File: src/rtl/rr_alu_exec.sv
module rr_alu_exec #(
  parameter int W = 16
) (
  input  logic         clk,
  input  logic         rst_n,
  input  logic         op_valid,
  input  logic [7:0]   op_code,
  input  logic [1:0]   dbg_sel,
  output logic [W-1:0] dbg_data,
  output logic         flag_n,
  output logic         flag_z,
  output logic         flag_v,
  output logic         flag_c
);
  localparam int HALF = W / 2;

  logic [3:0][W-1:0] rf;

  wire [2:0] grp   = op_code[6:4];
  wire [1:0] dst   = op_code[1:0];
  wire [1:0] src   = op_code[3:2];
  wire       unary = (dst == src);
  wire       fire  = op_valid && !op_code[7];

  wire [W-1:0] dv = rf[dst];
  wire [W-1:0] sv = rf[src];

  logic [W-1:0] a_in, b_in, qk, res;
  logic         do_sub, is_arith;

  always_comb begin
    case (src)
      2'b00:   qk = W'(2);
      2'b01:   qk = W'(1);
      2'b10:   qk = {{(W-2){1'b1}}, 2'b10};
      default: qk = {W{1'b1}};
    endcase
  end

  always_comb begin
    a_in   = dv;
    b_in   = sv;
    do_sub = 1'b0;
    case (grp)
      3'd5: b_in = qk;
      3'd6: begin
        do_sub = 1'b1;
        if (unary) begin a_in = '0; b_in = dv; end
      end
      3'd7: begin
        do_sub = 1'b1;
        if (unary) begin
          if (dv[W-1]) begin a_in = '0; b_in = dv; end
          else begin b_in = '0; do_sub = 1'b0; end
        end
      end
      default: ;
    endcase
  end

  wire [W-1:0] b_eff = do_sub ? ~b_in : b_in;
  wire [W:0]   sum   = {1'b0, a_in} + {1'b0, b_eff} + {{W{1'b0}}, do_sub};
  wire         c_out = do_sub ? ~sum[W] : sum[W];
  wire         v_out = (a_in[W-1] == b_eff[W-1]) && (sum[W-1] != a_in[W-1]);

  assign is_arith = grp[2];

  always_comb begin
    case (grp)
      3'd0:    res = unary ? {{HALF{dv[HALF-1]}}, dv[HALF-1:0]} : sv;
      3'd1:    res = dv & sv;
      3'd2:    res = dv ^ sv;
      3'd3:    res = unary ? ~dv : (dv | sv);
      default: res = sum[W-1:0];
    endcase
  end

  wire wr_en = fire && !(grp == 3'd7 && !unary) && !(grp == 3'd1 && unary);

  always_ff @(posedge clk or negedge rst_n) begin
    if (!rst_n) begin
      rf     <= '0;
      flag_n <= 1'b0;
      flag_z <= 1'b0;
      flag_v <= 1'b0;
      flag_c <= 1'b0;
    end else if (fire) begin
      if (wr_en) rf[dst] <= res;
      flag_n <= res[W-1];
      flag_z <= (res == '0);
      flag_v <= is_arith && v_out;
      flag_c <= is_arith && c_out;
    end
  end

  assign dbg_data = rf[dbg_sel];

  AST_IDLE_STABLE: assert property (@(posedge clk) disable iff (!rst_n)
    !op_valid |=> $stable(rf) && $stable({flag_n, flag_z, flag_v, flag_c}));
  AST_HIGH_OPCODE_INERT: assert property (@(posedge clk) disable iff (!rst_n)
    op_valid && op_code[7] |=> $stable(rf) && $stable({flag_n, flag_z, flag_v, flag_c}));
  AST_COMPARE_KEEPS_REGS: assert property (@(posedge clk) disable iff (!rst_n)
    fire && grp == 3'd7 && !unary |=> $stable(rf));
  AST_TEST_KEEPS_REGS: assert property (@(posedge clk) disable iff (!rst_n)
    fire && grp == 3'd1 && unary |=> $stable(rf) && !flag_v && !flag_c);
  AST_LOGIC_CLEARS_VC: assert property (@(posedge clk) disable iff (!rst_n)
    fire && !grp[2] |=> !flag_v && !flag_c);
  AST_Z_MATCHES_DEST: assert property (@(posedge clk) disable iff (!rst_n)
    wr_en |=> flag_z == (rf[$past(op_code[1:0])] == '0));
  AST_XOR_SELF_ZERO: assert property (@(posedge clk) disable iff (!rst_n)
    fire && grp == 3'd2 && unary |=> rf[$past(op_code[1:0])] == '0 && flag_z);
  AST_ABS_SIGN: assert property (@(posedge clk) disable iff (!rst_n)
    fire && grp == 3'd7 && unary |=> !rf[$past(op_code[1:0])][W-1] || flag_v);
endmodule

File: config.mk
export PLATFORM = sky130hd
export DESIGN_NAME = rr_alu_exec
export DESIGN_NICKNAME = d
export VERILOG_FILES = /design/src/rtl/rr_alu_exec.sv
export SDC_FILE = /design/constraint.sdc
export NUM_CORES = 1
export LEC_CHECK = 0
export ABC_AREA = 1
export BUFFER_PORTS_ARGS = -buffer_cell sky130_fd_sc_hd__buf_2
export CORE_AREA = 2 2 93 185
export CTS_BUF_LIST = sky130_fd_sc_hd__clkbuf_8
export CTS_CLUSTER_DIAMETER = 200
export DETAILED_ROUTE_END_ITERATION = 8
export DIE_AREA = 0 0 95 187
export PLACE_DENSITY_LB_ADDON = 0.25
export SKIP_CTS_REPAIR_TIMING = 1
export SYNTH_ARGS = -nofsm -noshare
export SYNTH_HDL_FRONTEND = slang
export SYNTH_SLANG_ARGS = --single-unit
File: constraint.sdc
create_clock -name clk -period 3.74 [get_ports clk]
set_input_delay 0.561 -clock clk [delete_from_list [all_inputs] [get_ports clk]]
set_output_delay 0.561 -clock clk [all_outputs]
set_load 0.02 [all_outputs]
* Yosys cells after proc, flatten, opt, wreduce, memory -nomap -nowiden *
Cells that the tools add are included.

storage, ports and cells
  flip-flop bits (word level) = 68
  input bits = 13
  output and inout bits = 20
  word-level logic and storage cells = 74

cells by class
  $add $sub $neg = 2
  magnitude comparators = 4
  equal/unequal tests = 11
  multiplexer cells = 26
  bitwise logic cells = 6
  reductions and logical operators = 17

operator list
  kind                                                                          number
  16-bit two-way mux                                                            12
  16-bit binary-select mux with 2-bit select                                    3
  16-bit one-hot mux with 3 select lines                                        2
  64-bit bitwise mux                                                            1
  16-bit one-hot mux with 4 select lines                                        1
  16-bit demux with 2-bit select                                                1
  16-bit inverter                                                               2
  16-bit one-hot mux with 2 select lines                                        1
  16-bit by 16-bit adder with 17-bit output                                     1
  17-bit by 1-bit adder with 17-bit output                                      1
  16-bit bitwise AND                                                            1
  16-bit logical NOT                                                            1
  16-bit OR                                                                     1
  16-bit bitwise XOR                                                            1
  15-bit two-way mux                                                            1
  3-bit == test, second input constant                                          3
  1-bit logical AND                                                             9
  2-bit by 3-bit less-than comparator with 1-bit output, second input constant  3
  3-bit by 2-bit == test with 1-bit output, second input constant               2
  1-bit logical NOT                                                             4
  3-bit by 1-bit == test with 1-bit output, second input constant               1
  3-bit logical NOT                                                             1
  1-bit two-way mux                                                             3
  2-bit by 1-bit == test with 1-bit output, second input constant               1
  9 further kinds                                                               9

* Longest topological paths before layout *
  word-level depth = 12
  gate-level depth with buffers = 29

* Worst setup path after synthesis *
No wires, ideal clock.

  kind = input to register
  from = input op_code[6]
  to = register flag_z
  library setup time = 0.065 ns
  arrival time = 3.563 ns
  data required time = 3.675 ns
  path slack = 0.112 ns
  stages = 27
  cells stage by stage = buf_6 -> nand2_1 -> inv_2 -> nor2_1 -> inv_1 -> nand2_1 -> a21oi_1 -> inv_1 -> o21ai_0 -> a21oi_1 -> inv_1 -> fa_1 -> inv_1 -> nand3_1 -> nand2_1 -> nand3_1 -> nand2_1 -> a21boi_1 -> o21ai_0 -> a21oi_1 -> o21ai_0 -> nand2_1 -> nor2_1 -> nand3_1 -> nor2_1 -> nand3_2 -> nand2_1

between the ends
  cells in the longest elaborated chain, start to end = 8

ends and longest elaborated chain
  what                                       line  source
  start, declared                            7     input logic [7:0] op_code,
  3-bit == test                              44    case (grp)
  16-bit one-hot mux with 3 select lines     44
  16-bit inverter                            61    wire [W-1:0] b_eff = do_sub ? ~b_in : b_in;
  16-bit two-way mux                         61
  16-bit by 16-bit adder with 17-bit output  62    wire [W:0] sum = {1'b0, a_in} + {1'b0, b_eff} + {{W{1'b0}}, do_sub};
  17-bit by 1-bit adder with 17-bit output   62
  16-bit one-hot mux with 4 select lines *   69    case (grp)
  16-bit logical NOT *                       90    flag_z <= (res == '0);
  end signal, assigned                       90
  end, declared                              11    output logic flag_z,

Every way passes the cells marked *; elsewhere a longest branch is shown, timed or not.
A chain may end at the register's enable or synchronous reset.

* Worst setup path in the final report *
  from = input op_code[2]
  to = register flag_z

between the ends
  cells in the longest elaborated chain, start to end = 10

ends and longest elaborated chain
  what                                          line    source
  16-bit binary-select mux with 2-bit select    26      wire [W-1:0] sv = rf[src];
  16-bit two-way mux (not written as such)      26
  16-bit two-way mux, on equally long branches  52, 48
  16-bit one-hot mux with 3 select lines        44
  16-bit inverter                               61
  16-bit two-way mux                            61
  16-bit by 16-bit adder with 17-bit output     62
  17-bit by 1-bit adder with 17-bit output      62
  16-bit one-hot mux with 4 select lines *      69
  16-bit logical NOT *                          90

Every way passes the cells marked *; elsewhere a longest branch is shown, timed or not. The select of a mux whose other input is x is not followed.

==> flow_metrics.tcl <==
set metrics [dict create \
    area_growth_pct 17.6 \
    dr.pass1.iters 6 \
    syn_inst 1009 \
    post-route-period-util_pct 89.6 \
    die_y_um 187 \
    yosysWarningCount 0 \
    cts_buffers 9 \
    slowest_delay_ns 0.41 \
    hpwl_um 17900 \
    cp.required_ns 4.03 \
    crit_path_start_kind "input pin" \
    cp-end-kind "flip-flop" \
    routedWlPerCell_um 17.7 \
    root_buffer "clkbuf_8" \
    htree_num_levels 3 \
    fin_worst_skew_ns 0.0189 \
    core_sq_um 16500 \
    slew_violations 0 \
    start_util_pct 39.8 \
    ff2ff_path_depth 25 \
    routabilityCongestion 0.916 \
    yosys-top-cells-count "nand2_1 (239), o21ai_0 (157), inv_1 (106), nor2_1 (79), a21oi_1 (78)" \
    synth_most_common_cell "nand2_1" \
    first_iter_violations 587 \
    critPathSlowestCell "fa_1" \
    clockBufferDepth 2 \
    diodes 0 \
    path_class "input pin to flip-flop" \
    pin_count 33 \
    fin_nets 1167 \
    ys.flop_type "dfrtp_1" \
    holdWs_ns 0.425 \
    crit_arrival_ns 3.64 \
    syn-cell-area_sq_um 6580 \
    grt_usage_pct 27.3 \
    ys_top_cells_by_area "dfrtp_1 (26%), nand2_1 (14%), o21ai_0 (12%)" \
    grt_pass1_wl_um 37400 \
    rsz0062_at_grt "no" \
    utilization_pct 46.9 \
    drc 0 \
    multi_input_area_sq_um 4180 \
    synth_cell_types 49 \
    finalWirelength_um 23400 \
    fin_crit_ns 3.35 \
    dieArea_sq_um 17800 \
    rr_endpoint "flag_z" \
    power_leakage_uw 0.00388 \
    synth_nets 1070 \
    antenna_found_initial 0 \
    status "complete, no violations" \
    drive_gt1_share_pct 17.6 \
    drtAntennaViolNets 0 \
    cts_tree "done" \
    hp-class "input pin to asynchronous set/reset pin" \
    fin_setup_tns_ns 0 \
    row_count 67 \
    rr_startpoint "rf[63]" \
    clk_pin_slew_ns 0.09 \
    hold_viol_final 0 \
    via_count 7300 \
    clock_latency_ns 0.36 \
    cp_max_fo 45 \
    rrSetupSlack_ns 0.41 \
    synthDominantCellAreaShare_pct 25.9 \
    syn_avg_cell_area_sq_um 6.52 \
    fillers 1687 \
    grt_max_degree 69 \
    yosysSeqAreaShare_pct 25.9 \
    port_buffers 32 \
    numClockSinks 68 \
    regArea_sq_um 1700 \
    synth_top_area_cell "dfrtp_1" \
    max_freq_mhz 299 \
    finalSetupViolCount 0 \
    async_flop_share_pct 100 \
    vias_per_cell 5.54 \
    grt_overflow_total 0 \
    maxCapViolations 0 \
    grt_pass1_vias 7122 \
    vdd.ir_drop.worst_v 0.000291 \
    slew_headroom_pct 37.0 \
    synth_edf_count 0 \
    worst_slew_pin_slew_ns 0.944 \
    die_w_um 95 \
    power_density_nw_per_um2 578 \
    cpMostUsedCell "nand2_1" \
    synth-seq-cells 68 \
]
registers in the layout, summed over array words and instances, names as in the netlist:
signal  flops
flag_c      1
flag_n      1
flag_v      1
flag_z      1
rf         64
metrics by stage:
step	cell area [sq um]	cells	setup WS, ns	power [uW]
2_1_floorplan	6580	1009	0.112	2830
3_3_place_gp	7540	1302	0.0198	3750
3_5_place_dp	7540	1302	0.0264	3810
4_1_cts	7740	1318	0.394	4470
5_1_grt	7740	1318	0.00754	4870
6_report	7740	1318	0.391	4470
how the worst max path moves through the flow:
stage                     from  endpoint  cells past startpoint
finish              op_code[2]    flag_z                     26
floorplan           op_code[6]    flag_z                     27
global route        op_code[2]    flag_z                     26
detailed placement  op_code[2]    flag_z                     26
global placement    op_code[2]    flag_z                     25
CTS                 op_code[2]    flag_z                     25
logic make-up (layout without fill, tap and decap cells):
family | count (synthesis) | count (layout) | share of synthesized area (%)
buf+inv | 165 | 267 | 10.7
compound gates | 303 | 303 | 25.5
xor+xnor | 4 | 4 | 0.533
flops | 68 | 68 | 25.9
simple gates | 421 | 421 | 28.2
fa+ha+maj | 48 | 48 | 9.24
layout by cell type (no fill, tap or decap), types with 13 or more instances in the layout:
| cell | n |
|---|---|
| nand2_1 | 239 |
| o21ai_0 | 156 |
| inv_1 | 107 |
| buf_4 | 100 |
| nor2_1 | 79 |
| a21oi_1 | 78 |
| dfrtp_1 | 68 |
| nand3_1 | 55 |
| ha_1 | 47 |
| buf_2 | 32 |
| o22ai_1 | 18 |
| nand2_2 | 13 |
critical path, delay by kind of cell:
kind                       cells  cell delay, ns
AOI/OAI and AO/OA              7            0.81
adders and majority gates      1            0.41
buffers and inverters          6            0.69
and+or+nand+nor               12            1.12
metal layers:
layer | routed length [um] | GRT usage (%)
met1 | 9040 | 33.0
met2 | 11300 | 45.1
met3 | 1290 | 3.59
met4 | 1730 | 16.3
met5 | 0 | 0
cell type report:
| type | count | share of cell area [%] |
|---|---|---|
| clock buffer | 9 | 1.60 |
| tap | 207 | 3.35 |
| multi-input combinational | 776 | 53.9 |
| clock inverter | 7 | 0.970 |
| sequential | 68 | 22.0 |
| timing repair buffer | 134 | 12.3 |
| inverter | 117 | 5.87 |
power by group:
part,switching [uW],leakage [uW],internal [uW]
clock network,331,0.0000976,312
registers,264,0.000861,1000
logic,1580,0.00292,982
total,2180,0.00388,2300
Note: power is estimated with default switching activity, not from simulation.
